===== src/rtl/spa_pkg.sv =====
package spa_pkg;
  // idle policy encodings of the control register
  localparam logic [1:0] POL_PARK_FIXED = 2'b00;
  localparam logic [1:0] POL_PARK_LAST  = 2'b01;
  // control register field positions
  localparam int unsigned CTL_MODE_BIT = 8;
  localparam int unsigned CTL_POL_LO   = 4;
  localparam int unsigned CTL_PARK_LO  = 0;
endpackage


===== src/rtl/spa_regs.sv =====
module spa_regs #(
  parameter int unsigned NM     = 8,
  parameter int unsigned FW     = 4,
  parameter int unsigned LW     = 3,
  parameter int unsigned DW     = 32,
  localparam int unsigned IW    = $clog2(NM),
  localparam int unsigned LVMAX = (1 << LW) - 2
) (
  input  logic             clk,
  input  logic             rst_n,
  input  logic             wr_en,
  input  logic             sel,
  input  logic [DW-1:0]    wdata,
  output logic [DW-1:0]    rdata,
  output logic [NM*LW-1:0] levels,
  output logic             rr_mode,
  output logic [1:0]       policy,
  output logic [IW-1:0]    park_idx,
  output logic             locked
);
  import spa_pkg::*;
  localparam int unsigned LOCK_BIT = DW - 1;

  logic [NM*LW-1:0] lvl_q, lvl_d;
  logic             mode_q, mode_d, lock_q, lock_d;
  logic [1:0]       pol_q, pol_d;
  logic [IW-1:0]    park_q, park_d;
  logic             lvl_en, ctl_en;

  function automatic logic [LW-1:0] rst_level(int unsigned m);
    return (m > LVMAX) ? LW'(LVMAX) : LW'(m);
  endfunction

  assign lvl_en = wr_en && !lock_q && !sel;
  assign ctl_en = wr_en && !lock_q && sel;

  always_comb begin
    for (int m = 0; m < NM; m++) lvl_d[m*LW +: LW] = wdata[m*FW +: LW];
    mode_d = wdata[CTL_MODE_BIT];
    pol_d  = wdata[CTL_POL_LO +: 2];
    park_d = wdata[CTL_PARK_LO +: IW];
    lock_d = wdata[LOCK_BIT];
  end

  always_ff @(posedge clk or negedge rst_n) begin
    if (!rst_n) begin
      for (int m = 0; m < NM; m++) lvl_q[m*LW +: LW] <= rst_level(m);
    end else if (lvl_en) begin
      lvl_q <= lvl_d;
    end
  end

  always_ff @(posedge clk or negedge rst_n) begin
    if (!rst_n) begin
      mode_q <= 1'b0;
      pol_q  <= POL_PARK_FIXED;
      park_q <= '0;
      lock_q <= 1'b0;
    end else if (ctl_en) begin
      mode_q <= mode_d;
      pol_q  <= pol_d;
      park_q <= park_d;
      lock_q <= lock_d;
    end
  end

  always_comb begin
    rdata = '0;
    if (!sel) begin
      for (int m = 0; m < NM; m++) rdata[m*FW +: LW] = lvl_q[m*LW +: LW];
    end else begin
      rdata[LOCK_BIT]           = lock_q;
      rdata[CTL_MODE_BIT]       = mode_q;
      rdata[CTL_POL_LO +: 2]    = pol_q;
      rdata[CTL_PARK_LO +: IW]  = park_q;
    end
  end

  assign levels   = lvl_q;
  assign rr_mode  = mode_q;
  assign policy   = pol_q;
  assign park_idx = park_q;
  assign locked   = lock_q;
endmodule


===== src/rtl/spa_pick.sv =====
module spa_pick #(
  parameter int unsigned NM  = 8,
  parameter int unsigned LW  = 3,
  localparam int unsigned IW = $clog2(NM)
) (
  input  logic [NM-1:0]    req,
  input  logic [NM*LW-1:0] levels,
  input  logic             rr_mode,
  input  logic [IW-1:0]    last,
  output logic             found,
  output logic [IW-1:0]    win
);
  localparam logic [LW-1:0] LV_BAD = '1;

  logic          fx_found, rr_found;
  logic [IW-1:0] fx_win, rr_win;
  logic [LW-1:0] best;

  // fixed: strict less-than keeps the lowest index on ties
  always_comb begin
    fx_found = 1'b0;
    fx_win   = '0;
    best     = LV_BAD;
    for (int i = 0; i < NM; i++) begin
      if (req[i] && levels[i*LW +: LW] != LV_BAD &&
          (!fx_found || levels[i*LW +: LW] < best)) begin
        fx_found = 1'b1;
        fx_win   = IW'(i);
        best     = levels[i*LW +: LW];
      end
    end
  end

  // round robin: first requester after last, wrapping
  always_comb begin
    logic [IW-1:0] j;
    rr_found = 1'b0;
    rr_win   = '0;
    for (int k = 1; k <= NM; k++) begin
      j = last + IW'(k);
      if (!rr_found && req[j]) begin
        rr_found = 1'b1;
        rr_win   = j;
      end
    end
  end

  assign found = rr_mode ? rr_found : fx_found;
  assign win   = rr_mode ? rr_win   : fx_win;
endmodule


===== src/rtl/spa_owner.sv =====
module spa_owner #(
  parameter int unsigned NM  = 8,
  localparam int unsigned IW = $clog2(NM)
) (
  input  logic          clk,
  input  logic          rst_n,
  input  logic          found,
  input  logic [IW-1:0] win,
  input  logic          xfer_done,
  output logic          busy,
  output logic [IW-1:0] owner,
  output logic [IW-1:0] last
);
  logic          busy_q, busy_d, arb_en;
  logic [IW-1:0] owner_q, owner_d, last_q, last_d;

  assign arb_en = !busy_q || xfer_done;

  always_comb begin
    busy_d  = found;
    owner_d = found ? win : owner_q;
    last_d  = found ? win : last_q;
  end

  always_ff @(posedge clk or negedge rst_n) begin
    if (!rst_n) begin
      busy_q  <= 1'b0;
      owner_q <= '0;
      last_q  <= IW'(NM - 1);
    end else if (arb_en) begin
      busy_q  <= busy_d;
      owner_q <= owner_d;
      last_q  <= last_d;
    end
  end

  assign busy  = busy_q;
  assign owner = owner_q;
  assign last  = last_q;
endmodule


===== src/rtl/slave_port_arbiter.sv =====
module slave_port_arbiter #(
  parameter int unsigned NUM_MASTERS = 8,
  parameter int unsigned FIELD_W     = 4,
  parameter int unsigned LEVEL_W     = 3,
  parameter int unsigned DATA_W      = 32,
  localparam int unsigned IDX_W      = $clog2(NUM_MASTERS)
) (
  input  logic                   clk,
  input  logic                   rst_n,
  input  logic                   cfg_wr,
  input  logic                   cfg_sel,
  input  logic [DATA_W-1:0]      cfg_wdata,
  output logic [DATA_W-1:0]      cfg_rdata,
  input  logic [NUM_MASTERS-1:0] req,
  input  logic                   xfer_done,
  output logic [NUM_MASTERS-1:0] gnt,
  output logic [IDX_W-1:0]       gnt_idx
);
  import spa_pkg::*;

  logic                          rst_meta_n, rst_sync_n;
  logic [NUM_MASTERS*LEVEL_W-1:0] lvl_q;
  logic                          rr_mode, locked, found, busy_q;
  logic [1:0]                    policy;
  logic [IDX_W-1:0]              park_idx, win, owner_q, last_q;

  // asynchronous assert, synchronous release
  always_ff @(posedge clk or negedge rst_n) begin
    if (!rst_n) begin
      rst_meta_n <= 1'b0;
      rst_sync_n <= 1'b0;
    end else begin
      rst_meta_n <= 1'b1;
      rst_sync_n <= rst_meta_n;
    end
  end

  spa_regs #(.NM(NUM_MASTERS), .FW(FIELD_W), .LW(LEVEL_W), .DW(DATA_W)) u_regs (
    .clk(clk), .rst_n(rst_sync_n), .wr_en(cfg_wr), .sel(cfg_sel),
    .wdata(cfg_wdata), .rdata(cfg_rdata), .levels(lvl_q), .rr_mode(rr_mode),
    .policy(policy), .park_idx(park_idx), .locked(locked)
  );

  spa_pick #(.NM(NUM_MASTERS), .LW(LEVEL_W)) u_pick (
    .req(req), .levels(lvl_q), .rr_mode(rr_mode), .last(last_q),
    .found(found), .win(win)
  );

  spa_owner #(.NM(NUM_MASTERS)) u_owner (
    .clk(clk), .rst_n(rst_sync_n), .found(found), .win(win),
    .xfer_done(xfer_done), .busy(busy_q), .owner(owner_q), .last(last_q)
  );

  always_comb begin
    gnt     = '0;
    gnt_idx = '0;
    if (busy_q) begin
      gnt[owner_q] = 1'b1;
      gnt_idx      = owner_q;
    end else if (policy == POL_PARK_FIXED) begin
      gnt[park_idx] = 1'b1;
      gnt_idx       = park_idx;
    end else if (policy == POL_PARK_LAST) begin
      gnt[last_q] = 1'b1;
      gnt_idx     = last_q;
    end
  end
endmodule


===== config.mk =====
export PLATFORM = sky130hd
export DESIGN_NAME = slave_port_arbiter
export DESIGN_NICKNAME = d
export VERILOG_FILES = /design/src/rtl/spa_pkg.sv /design/src/rtl/spa_regs.sv /design/src/rtl/spa_pick.sv /design/src/rtl/spa_owner.sv /design/src/rtl/slave_port_arbiter.sv
export SDC_FILE = /design/constraint.sdc
export NUM_CORES = 1
export LEC_CHECK = 0
export ABC_AREA = 1
export BUFFER_PORTS_ARGS = -buffer_cell sky130_fd_sc_hd__clkbuf_2
export CORE_MARGIN = 1.5
export CORE_UTILIZATION = 35
export DETAILED_ROUTE_END_ITERATION = 8
export GPL_TIMING_DRIVEN = 0
export SLEW_MARGIN = 15
export SYNTH_ARGS = -nofsm -noshare
export SYNTH_HDL_FRONTEND = slang
export SYNTH_SLANG_ARGS = --single-unit
export TNS_END_PERCENT = 50

===== constraint.sdc =====
create_clock -name clk -period 2.5 [get_ports clk]
set_clock_uncertainty 0.15 [all_clocks]
set_input_delay 0.375 -clock clk [delete_from_list [all_inputs] [get_ports clk]]
set_output_delay 0.375 -clock clk [all_outputs]
set_load 0.02 [all_outputs]

=== Yosys cells after proc, flatten, opt, wreduce, memory -nomap -nowiden ===
Index checks and enable logic that the tools add are counted.

* Flip-flop bits (word level): 40
* Input bits: 45
* Output and inout bits: 43
* Logic and storage cells: 180

* $add $sub $neg: 7
* Magnitude comparators: 20
* Equal/unequal tests: 9
* Mux-type cells: 79
* Reduce and logical (&&, ||, !) cells: 55

{| class="wikitable"
|+ Operators by type and width
! operator !! number
|-
| $mux 3 || 29
|-
| $lt 3x4->1 const B || 10
|-
| $mux 1 || 32
|-
| $logic_and 1x1->1 || 28
|-
| $bmux 1 s3 || 8
|-
| $mux 8 || 3
|-
| $ne 3x3->1 const B || 8
|-
| $lt 3x3->1 || 7
|-
| $logic_not 1->1 || 17
|-
| $add 3x3->3 const B || 4
|-
| $demux 1 s3 || 3
|-
| $ge 3x1->1 const B || 3
|-
| $logic_or 1x1->1 || 8
|-
| $mux 2 || 4
|-
| $add 3x2->3 const B || 2
|-
| $add 3x1->3 const B || 1
|-
| $eq 2x1->1 const B || 1
|-
| $logic_not 2->1 || 1
|-
| $reduce_and 2->1 || 1
|}

=== Logic depth before layout (Yosys ltp) ===
Gate-level depths: netlist (run 1).

* Depth after elaboration: 33
* Depth in mapped cells: 68
* Mapped depth without buffers: 68

=== By module ===
From an unflattened synthesis (run 1), not the netlist that was laid out.

* Cells, all modules: 646
* Area total of the unflattened synthesis: 3946.3 µm²

{| class="wikitable"
|+ By module, submodules not included
! module !! times used !! cells an instance !! area an instance (µm²) !! seq. area each (µm²)
|-
| spa_regs || 1 || 207 || 1647.8 || 789.5
|-
| spa_pick || 1 || 318 || 1576.5 || 0.0
|-
| slave_port_arbiter || 1 || 95 || 452.9 || 50.0
|-
| spa_owner || 1 || 26 || 269.0 || 178.9
|}

=== Worst setup path before layout (run 1) ===
OpenSTA, ideal clock, no wires.

* Kind: register to register
* From: register u_regs.lvl_q[2], in the netlist u_regs.levels[2]
* To: register u_owner.owner_q[0], in the netlist u_owner.owner[0]
* Setup time: 0.118 ns
* Data arrival time: 6.074 ns
* Required time: 2.232 ns
* Setup slack: -3.842 ns
* Cell stages (with the launch flop): 61
* Buffers on the path: 0
* Clock period less this slack: 6.342 ns
* Path through: dfrtp_1 > nor2_1 > ha_1 > inv_1 > a21oi_1 > nand2_1 > nand2_2 > nand2_4 > nand2_4 > o21ai_0 > ha_1 > nand2_1 > clkinv_1 > nand2_1 > nand2_1 > nand2_2 > nand2_4 > o21ai_0 > [25 not listed] > a21oi_1 > nand2_1 > nand2_2 > nand2_4 > nand2_1 > o21ai_1 > ha_1 > nand2_1 > inv_1 > nand2_1 > nand2_1 > nand2_1 > nand2_2 > nand2_1 > nand2_1 > nand2_1 > nand2_1 > nand2_1

* Cells in the longest elaborated chain, start to end: 33
* Elaborated cells on any way between the ends: 55
* Those cells by class: order compare (7); eq/ne (1); mux (24); reduce/logical (23)

{| class="wikitable"
|+ Ends and longest elaborated chain
! what !! line !! text
|-
| from (decl) || spa_regs.sv:24 || <nowiki>logic [NM*LW-1:0] lvl_q, lvl_d;</nowiki>
|-
| from (signal assigned) || spa_regs.sv:49 || <nowiki>lvl_q <= lvl_d;</nowiki>
|-
| $ne 3x3->1 || spa_pick.sv:25 || <nowiki>if (req[i] && levels[i*LW +: LW] != LV_BAD &&</nowiki>
|-
| $logic_and 1x1->1 || spa_pick.sv:25 ||
|-
| $mux 3 or $mux 1 (tied branches) || spa_pick.sv:25 ||
|-
| $lt 3x3->1 or $logic_not 1->1 (tied branches) || spa_pick.sv:26 || <nowiki>(!fx_found || levels[i*LW +: LW] < best)) begin</nowiki>
|-
| $logic_or 1x1->1 || spa_pick.sv:26 ||
|-
| $logic_and 1x1->1 || spa_pick.sv:25 ||
|-
| $mux 3 or $mux 1 (tied branches) || spa_pick.sv:25 ||
|-
| $lt 3x3->1 or $logic_not 1->1 (tied branches) || spa_pick.sv:26 ||
|-
| [17 not listed] || - ||
|-
| $logic_and 1x1->1 || spa_pick.sv:25 ||
|-
| $mux 3 or $mux 1 (tied branches) || spa_pick.sv:25 ||
|-
| $lt 3x3->1 or $logic_not 1->1 (tied branches) || spa_pick.sv:26 ||
|-
| $logic_or 1x1->1 || spa_pick.sv:26 ||
|-
| $logic_and 1x1->1 || spa_pick.sv:25 ||
|-
| $mux 1 || spa_pick.sv:25 ||
|-
| $mux 1 || spa_pick.sv:48 || <nowiki>assign found = rr_mode ? rr_found : fx_found;</nowiki>
|-
| $reduce_and 2->1 (no source line) || - ||
|-
| to (signal assigned) || spa_owner.sv:32 || <nowiki>owner_q <= owner_d;</nowiki>
|-
| to (decl) || spa_owner.sv:15 || <nowiki>logic [IW-1:0] owner_q, owner_d, last_q, last_d;</nowiki>
|}

Several ways; a longest one is shown, not always the timed one.
A chain may end at the register's enable or synchronous reset.

=== Final worst setup path (run 1) ===
Ends and elaborated chain as after synthesis.

==> run_results.csv, run 1 <==
group,metric,value,unit
run_status,status,"complete, but fails checks",
run_status,violations,"negative setup slack",
timing,finalSetupViolations,7,
timing,slew_headroom,0.5531,
final_layout,stdcell_count,825,
final_layout,fin_area,4728,um2
place,portBuffers,73,
floorplan,ioPinCount,88,
timing,fmax,157.5,MHz
timing,report.final.slew_viol_count,0,
power,cellPowerDensity,384.5,nW/um2
floorplan,die_w,103.4,um
timing,period_minus_slack,6348,ps
synthesis,ys_types,31,
detailed_routing,vias_per_cell,4.928,
worst_setup_path,end_kind,"flop",
synthesis,synthCells,570,
global_route,use_met3,0.02823,
synthesis,syn-cell-area,3530,um2
worst_setup_path,r2r_slack,-3850,ps
worst_setup_path,reg2reg_from,"u_regs.levels[2]$_DFFE_PN0P_",
final_layout,syn2layout_area_growth,33.96,%
final_layout,final_common_cell,"nand2_1",
detailed_routing,antenna_left,0,
cts,clock_tree.htree_level_count,2,
floorplan,initial_core_util,0.3611,
worst_setup_path,required,2550,ps
worst_setup_path,slowest_delay,450,ps
timing,holdWs,83.94,ps
worst_setup_path,critPathMostFrequentCell,"nand2_1",
synthesis,seq_area_frac_synth,0.2886,
global_route,use_met1,0.2753,
global_route,antenna_found_initial,0,
cts,numCtsBuffers,5,
worst_setup_path,reg2reg_to,"u_owner.owner[0]$_DFFE_PN0P_",
worst_setup_path,crit_type,"reg2reg",
place,place_hpwl,8000,um
global_route,grt_use_total,0.2036,
floorplan,row_count,36,
cts,clockBufferDepth,2,
place,place_congestion,0.8822,
timing,worst-slew-pin-transition,670.3,ps
detailed_routing,vias,4066,
synthesis,synth_top_area_share,0.1843,
cts,clock_latency,300,ps
synthesis,ys_async_sr_fraction,1.000,
synthesis,synth_flop_cell,"dfrtp_1",
cts,clockRootBuffer,"clkbuf_8",
place,place_ws,-4263,ps
synthesis,synth.area.top_cells,"dfrtp_1 18%, nand2_1 16%, dfstp_2 10%, nor2_1 9.0%, inv_1 8.9%",
place,dp_cells,783,
worst_setup_path,ff2ff_path_depth,65,
floorplan,die_h,103.4,um
global_route,top_usage_layer,"met2",
global_route,grt_pass1_vias,3720,
power,vdd_drop_max,0.2091,mV
global_route,grt_util_met2,0.3363,
detailed_routing,first_pass_iters,5,
final_layout,nets,751,
worst_setup_path,cp_data_arrival_time,6390,ps
worst_setup_path,critPathLaunchType,"flop",
cts,cts_sinks,40,
synthesis,synth_edf_count,0,
detailed_routing,drt-initial-drc-count,240,
floorplan,die_area,10700,um2
synthesis,ys_seq_elements,40,
synthesis,yosysWarningCount,0,
floorplan,coreArea,9774,um2
timing,rsz0062_at_grt,"yes",
cts,path_clk_slew,90,ps
final_layout,diodes,0,
timing,finalHoldViolCount,0,
run,cap_viol_max_count,0,
worst_setup_path,cp_slowest_cell,"dfrtp_2",
hold_path,min_path_type,"reg2async",
timing,setup_slack,-3848,ps
detailed_routing,drc,0,
global_route,gr-total-overflow,0,
synthesis,syn_avg_cell_area,6.192,um2
place,placed_cell_area,4139,um2
synthesis,yosys.area.top_type,"dfrtp_1",
final_layout,final_core_util,0.4837,
detailed_routing,wirelength,10590,um
final_layout,drive_gt1_frac,0.2977,
final_layout,final_cell_mix,"133 x nand2_1, 84 x nor2_1, 83 x inv_1, 74 x clkbuf_2, 41 x buf_4",
cts,cts_tree,"done",
power,p_leak,2.583,nW
global_route,grt_pass1_wl,17090,um
timing,finalCritPeriodShare,2.539,
worst_setup_path,critPathMaxFanout,6,
detailed_routing,post_drt_wl_per_cell,12.83,um
global_route,grt_max_degree,22,
==> registers in the layout (all words and copies together), names as in the netlist <==
signal,cells
u_regs.locked,1
rst_meta_n,1
u_regs.park_idx,3
u_owner.busy,1
u_regs.rr_mode,1
rst_sync_n,1
u_owner.last,3
u_regs.policy,2
u_regs.levels,24
u_owner.owner,3
==> through the flow <==
step	TNS, ps	power, W
global route	-26610	0.001961
finish	-23710	0.001818
CTS	-24240	0.001784
floorplan	-21760	0.001096
detailed placement	-27020	0.001259
global placement	-26470	0.001241
==> synthesized netlist by cell type (all sizes together) (2+ instances only) <==
cell	count
a21oi	24
a32o	2
buf	7
clkbuf	13
clkinv	7
conb	2
dfrtp	26
dfstp	14
ha	15
inv	90
nand2	164
nand3	39
nor2	85
nor3	5
o2111ai	2
o21ai	47
o22ai	11
o31ai	10
==> critical path: cells and delay by family, from the launching register on <==
family | cells | cell delay (ps)
flops | 1 | 450
buf+inv | 7 | 270
compound gates | 7 | 610
simple gates | 44 | 3000
fa+ha+maj | 7 | 1800
==> timing repair <==
| item | in CTS | in global routing |
|---|---|---|
| hold buffers | 1 | 0 |
| endpoints found under the hold margin | 2 | 0 |
| pin swaps | 31 | 40 |
| buffers inserted | 26 | 9 |
| resized for setup | 28 | 26 |
| endpoints found under the setup margin | 14 | 7 |
==> layout make-up <==
| type | count | area (um2) |
|---|---|---|
| Fill cell | 1051 | 5046 |
| Multi-Input combinational cell | 419 | 2307 |
| Sequential cell | 40 | 1022 |
| Timing Repair Buffer | 110 | 669.4 |
| Inverter | 97 | 375.4 |
| Tap cell | 133 | 166.4 |
| Buffer | 18 | 95.09 |
| Clock buffer | 5 | 68.82 |
| Clock inverter | 3 | 23.77 |
==> power breakdown <==
| part | internal [W] | switching (W) | total, W |
|---|---|---|---|
| clock | 0.000198 | 0.000261 | 0.000459 |
| combinational | 0.000265 | 0.000414 | 0.000679 |
| sequential | 0.000661 | 0.0000189 | 0.000679 |
==> layer usage <==
metal  share of wire  vias up
met1            0.44     1884
met5               0        -
met4           0.025        0
met3           0.056       21
met2            0.48      124
li1                -     2037
==> how the worst max path moves through the flow <==
stage | from | end | slack [ps] | cells past startpoint
after floorplan | req[0] | u_owner.owner[0]$_DFFE_PN0P_ | -3520 | 68
after global placement | req[0] | u_owner.owner[0]$_DFFE_PN0P_ | -4180 | 66
after detailed placement | req[0] | u_owner.owner[1]$_DFFE_PN0P_ | -4260 | 66
after CTS | u_regs.levels[2]$_DFFE_PN0P_ | u_owner.owner[1]$_DFFE_PN0P_ | -3930 | 64
after global routing | u_regs.levels[2]$_DFFE_PN0P_ | u_owner.owner[1]$_DFFE_PN0P_ | -4270 | 66
final | u_regs.levels[2]$_DFFE_PN0P_ | u_owner.owner[0]$_DFFE_PN0P_ | -3850 | 65
==> cell families (layout without fill, tap and decap cells) <==
kind of cell,Yosys count,after routing,share of synthesized area
AOI/OAI and AO/OA,100,100,0.1627
xor gates and xnor gates,2,2,0.004964
adders and majority gates,15,15,0.05317
buffers and inverters,117,233,0.1319
DFF,40,40,0.2885
other,2,8,0.002128
and+or+nand+nor,294,294,0.3566
Note: power is estimated with default switching activity, not from simulation.
==> run 2: changes to the inputs <==
- SKIP_CTS_REPAIR_TIMING: unset -> 1
- SKIP_LAST_GASP: unset -> 1
==> run 2 against run 1 <==
Net effect:
- the flow still finishes with violations (negative setup slack)
- flip-flop and latch count unchanged
- first-iteration DRC count down 25%
- clock power about the same
- via count up 0.69%
- die area unchanged
- design area up 1.3%
- power up 1.9%
- critical path type unchanged
- largest cell class unchanged
- largest power group is now combinational logic
==> run_results.csv, run 2 (synthesized netlist as in run 1, its figures left out) <==
group,metric,value,unit
place,portBuffers,73,
final_layout,fillers,1041,
worst_setup_path,required,2550,ps
timing,period_minus_slack,6591,ps
timing,report.final.slew_viol_count,0,
place,dp_cells,783,
global_route,gr-total-overflow,0,
final_layout,multi_input_area,2313,um2
timing,setup_slack,-4091,ps
cts,cts_tree,"done",
detailed_routing,post_drt_wl_per_cell,12.75,um
final_layout,final_cell_mix,"135 x nand2_1, 84 x nor2_1, 81 x inv_1, 73 x clkbuf_2, 48 x buf_4",
floorplan,ioPinCount,88,
worst_setup_path,worst-path-buf-inv,7,
floorplan,row_count,36,
detailed_routing,vias_per_cell,4.915,
worst_setup_path,slowest_delay,460,ps
floorplan,die_area,10700,um2
final_layout,final_common_cell,"nand2_1",
cts,numCtsBuffers,5,
power,p_comb_frac,0.383,
cts,path_clk_slew,90,ps
final_layout,stdcell_count,833,
worst_setup_path,cp_data_arrival_time,6640,ps
final_layout,largest_reg_flops,24,
final_layout,regArea,1021,um2
worst_setup_path,critPathMostFrequentCell,"nand2_1",
power,cellPowerDensity,386.5,nW/um2
final_layout,drive_gt1_frac,0.3057,
run,cap_viol_max_count,0,
timing,rsz0062_at_grt,"yes",
worst_setup_path,cp_top_family,"simple AND/OR/NAND/NOR gates",
power,swShare,0.3816,
final_layout,final_core_util,0.4901,
global_route,grt_pass1_vias,3557,
detailed_routing,drc,0,
worst_setup_path,critPathMaxFanout,7,
cts,cts_sinks,40,
cts,clockRootBuffer,"clkbuf_8",
timing,finalCritPeriodShare,2.637,
global_route,antenna_found_initial,0,
floorplan,initial_core_util,0.3611,
detailed_routing,antenna_left,0,
detailed_routing,wirelength,10620,um
timing,finalSetupViolations,10,
power,p_seq_frac,0.368,
timing,fin_tns_setup,-25670,ps
floorplan,die_w,103.4,um
hold_path,min_path_type,"reg2async",
floorplan,coreArea,9774,um2
timing,fmax,151.7,MHz
power,internal_power,0.001145,W
cts,clockBufferDepth,2,
run_status,status,"complete, but fails checks",
timing,slew_headroom,0.5577,
worst_setup_path,crit_type,"reg2reg",
place,place_congestion,0.8822,
global_route,grt_max_degree,22,
power,vdd_drop_max,0.2110,mV
final_layout,diodes,0,
power,p_leak,2.602,nW
timing,finalHoldViolCount,0,
detailed_routing,first_pass_iters,5,
power,power_frac_clock,0.249,
worst_setup_path,critPathLaunchType,"flop",
final_layout,nets,759,
detailed_routing,drt-initial-drc-count,180,
global_route,grt_pass1_wl,16420,um
timing,worst-slew-pin-transition,663.5,ps
floorplan,die_h,103.4,um
detailed_routing,vias,4094,
place,place_hpwl,8000,um
cts,clock_tree.htree_level_count,2,
run_status,violations,"negative setup slack",
final_layout,syn2layout_area_growth,35.73,%
cts,clock_latency,300,ps
worst_setup_path,cp_slowest_cell,"dfrtp_2",
timing,holdWs,87.31,ps
worst_setup_path,end_kind,"flop",
global_route,grt_use_total,0.1957,
power,switchingPower,0.0007065,W
run 2: metal layers:
layer	global-route usage	wire, um	up-vias
li1	-	-	2041
met1	0.2715	4815	1894
met2	0.3177	5010	134
met3	0.02957	543	25
met4	0.05301	253	0
met5	0	0	-
run 2: worst paths after layout:
| check | slack [ps] | start | depth (start not counted) | endpoint |
|---|---|---|---|---|
| setup reg to reg | -4090 | u_regs.levels[2]$_DFFE_PN0P_ | 65 | u_owner.owner[0]$_DFFE_PN0P_ |
| hold / removal | 90 | rst_sync_n$_DFF_PN0_ | 0 | u_regs.locked$_DFFE_PN0P_ |
| hold reg to reg | 90 | rst_sync_n$_DFF_PN0_ | 0 | u_regs.locked$_DFFE_PN0P_ |
| setup / recovery | -4090 | u_regs.levels[2]$_DFFE_PN0P_ | 65 | u_owner.owner[0]$_DFFE_PN0P_ |
| max in group asynchronous | 1550 | rst_sync_n$_DFF_PN0_ | 1 | u_regs.levels[14]$_DFFE_PN1P_ |
| min in group clk | 120 | xfer_done | 2 | u_owner.busy$_DFFE_PN0P_ |
run 2: area by class of cell:
type	instances	share of cell area
Multi-Input combinational cell	419	0.4829
Clock buffer	5	0.01436
Tap cell	133	0.03474
Clock inverter	3	0.004962
Timing Repair Buffer	117	0.1507
Sequential cell	40	0.2131
Buffer	19	0.02089
Inverter	97	0.07835
run 2: stage by stage:
step	setup WS (ps)	total power, W	area [um2]
2_1_floorplan	-3517	0.001096	3578
3_3_place_gp	-4175	0.001241	4110
3_5_place_dp	-4263	0.001259	4139
4_1_cts	-4126	0.001720	4232
5_1_grt	-4494	0.001988	4791
6_report	-4091	0.001852	4791
run 2: power groups by stage:
stage	Sequential [W]	Clock [W]	Combinational, W
final	0.000681	0.000462	0.000709
after global routing	0.000684	0.000514	0.000790
after CTS	0.000682	0.000470	0.000567
after global placement	0.000699	0	0.000543
after detailed placement	0.000693	0	0.000566
after floorplan	0.000690	0	0.000406
==> run 3: changes to the inputs <==
- CORE_UTILIZATION: 35 -> 37
==> run 3 against run 2 <==
Net effect:
- worst setup slack better by 16 ps
- first-iteration DRC count is 3.3% higher
- clock power is 63% higher
- largest power group is now clock
- critical path depth is 6 lower
- flip-flop and latch count stayed put
- maximum frequency is 0.25% higher
- the flow still finishes with violations (negative setup slack)
==> run_results.csv, run 3 (synthesized netlist as in run 1, its figures left out) <==
group,metric,value,unit
power,cellPowerDensity,443.0,nW/um2
final_layout,final_cell_mix,"130 x nand2_1, 84 x nor2_1, 83 x inv_1, 73 x clkbuf_2, 39 x buf_4",
worst_setup_path,cp_slowest_cell,"dfrtp_1",
final_layout,syn2layout_area_growth,35.45,%
worst_setup_path,cp_data_arrival_time,6660,ps
global_route,grt_use_total,0.2036,
floorplan,die_h,100.7,um
cts,clock_tree.htree_level_count,2,
hold_path,min_path_type,"reg2async",
worst_setup_path,end_kind,"flop",
run_status,violations,"negative setup slack",
detailed_routing,drc,0,
cts,cts_tree,"done",
run_status,status,"complete, but fails checks",
timing,finalHoldViolCount,0,
timing,finalSetupViolations,10,
place,place_hpwl,7963,um
timing,worst-slew-pin-transition,598.3,ps
detailed_routing,drt-initial-drc-count,186,
worst_setup_path,required,2580,ps
global_route,grt_pass1_vias,3439,
place,portBuffers,73,
detailed_routing,antenna_left,0,
worst_setup_path,critPathMostFrequentCell,"nand2_2",
final_layout,largest_reg_flops,24,
detailed_routing,vias,3996,
final_layout,fillers,957,
final_layout,final_common_cell,"nand2_1",
timing,slew_headroom,0.6012,
final_layout,nets,750,
timing,setup_slack,-4075,ps
timing,period_minus_slack,6575,ps
run,cap_viol_max_count,0,
detailed_routing,wirelength,10650,um
global_route,grt_max_degree,21,
cts,path_clk_slew,90,ps
floorplan,row_count,35,
detailed_routing,first_pass_iters,5,
worst_setup_path,slowest_delay,430,ps
worst_setup_path,critPathLaunchType,"flop",
final_layout,drive_gt1_frac,0.2996,
global_route,antenna_found_initial,0,
final_layout,stdcell_count,820,
worst_setup_path,critPathMaxFanout,6,
timing,report.final.slew_viol_count,0,
floorplan,ioPinCount,88,
timing,finalCritPeriodShare,2.630,
timing,rsz0062_at_grt,"yes",
power,p_leak,2.591,nW
detailed_routing,vias_per_cell,4.873,
worst_setup_path,crit_type,"reg2reg",
cts,numCtsBuffers,5,
cts,clockRootBuffer,"clkbuf_8",
floorplan,die_area,10130,um2
place,dp_cells,779,
final_layout,diodes,0,
detailed_routing,post_drt_wl_per_cell,12.99,um
floorplan,die_w,100.7,um
timing,fmax,152.1,MHz
place,place_congestion,0.8832,
cts,clock_latency,300,ps
global_route,grt_pass1_wl,16510,um
global_route,gr-total-overflow,0,
timing,holdWs,91.09,ps
cts,clockBufferDepth,2,
floorplan,coreArea,9240,um2
cts,cts_sinks,40,
floorplan,initial_core_util,0.3820,
power,vdd_drop_max,0.2424,mV
[run 3: final timing paths]
| kind | from | cells past startpoint | to | slack, ps |
|---|---|---|---|---|
| max | u_regs.levels[2]$_DFFE_PN0P_ | 59 | u_owner.last[0]$_DFFE_PN1P_ | -4070 |
| min | rst_sync_n$_DFF_PN0_ | 0 | u_regs.park_idx[1]$_DFFE_PN0P_ | 90 |
| max reg2reg | u_regs.levels[2]$_DFFE_PN0P_ | 59 | u_owner.last[0]$_DFFE_PN1P_ | -4070 |
| min reg2reg | rst_sync_n$_DFF_PN0_ | 0 | u_regs.park_idx[1]$_DFFE_PN0P_ | 90 |
| max in group asynchronous | rst_sync_n$_DFF_PN0_ | 1 | u_owner.last[1]$_DFFE_PN1P_ | 1540 |
| min in group clk | xfer_done | 2 | u_owner.busy$_DFFE_PN0P_ | 130 |
[run 3: power by group]
group	leakage (nW)	switching, W	total [W]	internal, W
clock network	0.0784	0.000254	0.000753	0.000500
registers	0.450	0.0000209	0.000681	0.000661
logic	2.06	0.000413	0.000683	0.000270
total	2.59	0.000688	0.00212	0.00143
[run 3: worst max-delay path, delay by kind of cell (launching register included)]
family	cells	cell delay, ps
simple gates	38	2790
fa+ha+maj	7	1740
compound gates	9	1230
flops	1	430
buf+inv	5	200
[run 3: final cells by class]
cell class	count	area, um2	share of cell area
Buffer	19	98.84	0.02068
Tap cell	129	161.4	0.03376
Sequential cell	40	1021	0.2136
Clock inverter	3	90.09	0.01884
Clock buffer	5	68.82	0.01439
Inverter	97	371.6	0.07773
Timing Repair Buffer	108	654.4	0.1369
Multi-Input combinational cell	419	2315	0.4842
[run 3: metal layers]
layer | part of all wire | track usage | wire (um)
met4 | 0.0096 | 0.04117 | 102
met2 | 0.47 | 0.3295 | 5028
met5 | 0 | 0 | 0
met1 | 0.48 | 0.2944 | 5070
met3 | 0.042 | 0.02150 | 451
[run 3: stage by stage]
| stage | cell area (um2) | setup WS, ps | utilization | setup TNS [ps] | power, W |
|---|---|---|---|---|---|
| after floorplan | 3578 | -3517 | - | -21760 | 0.001096 |
| after global placement | 4105 | -4188 | 0.4443 | -26590 | 0.001247 |
| after detailed placement | 4134 | -4278 | 0.4474 | -27140 | 0.001259 |
| after CTS | 4293 | -4142 | 0.4646 | -26940 | 0.002010 |
| after global routing | 4781 | -4585 | 0.5174 | -29740 | 0.002244 |
| final | 4781 | -4075 | 0.5174 | -25350 | 0.002118 |
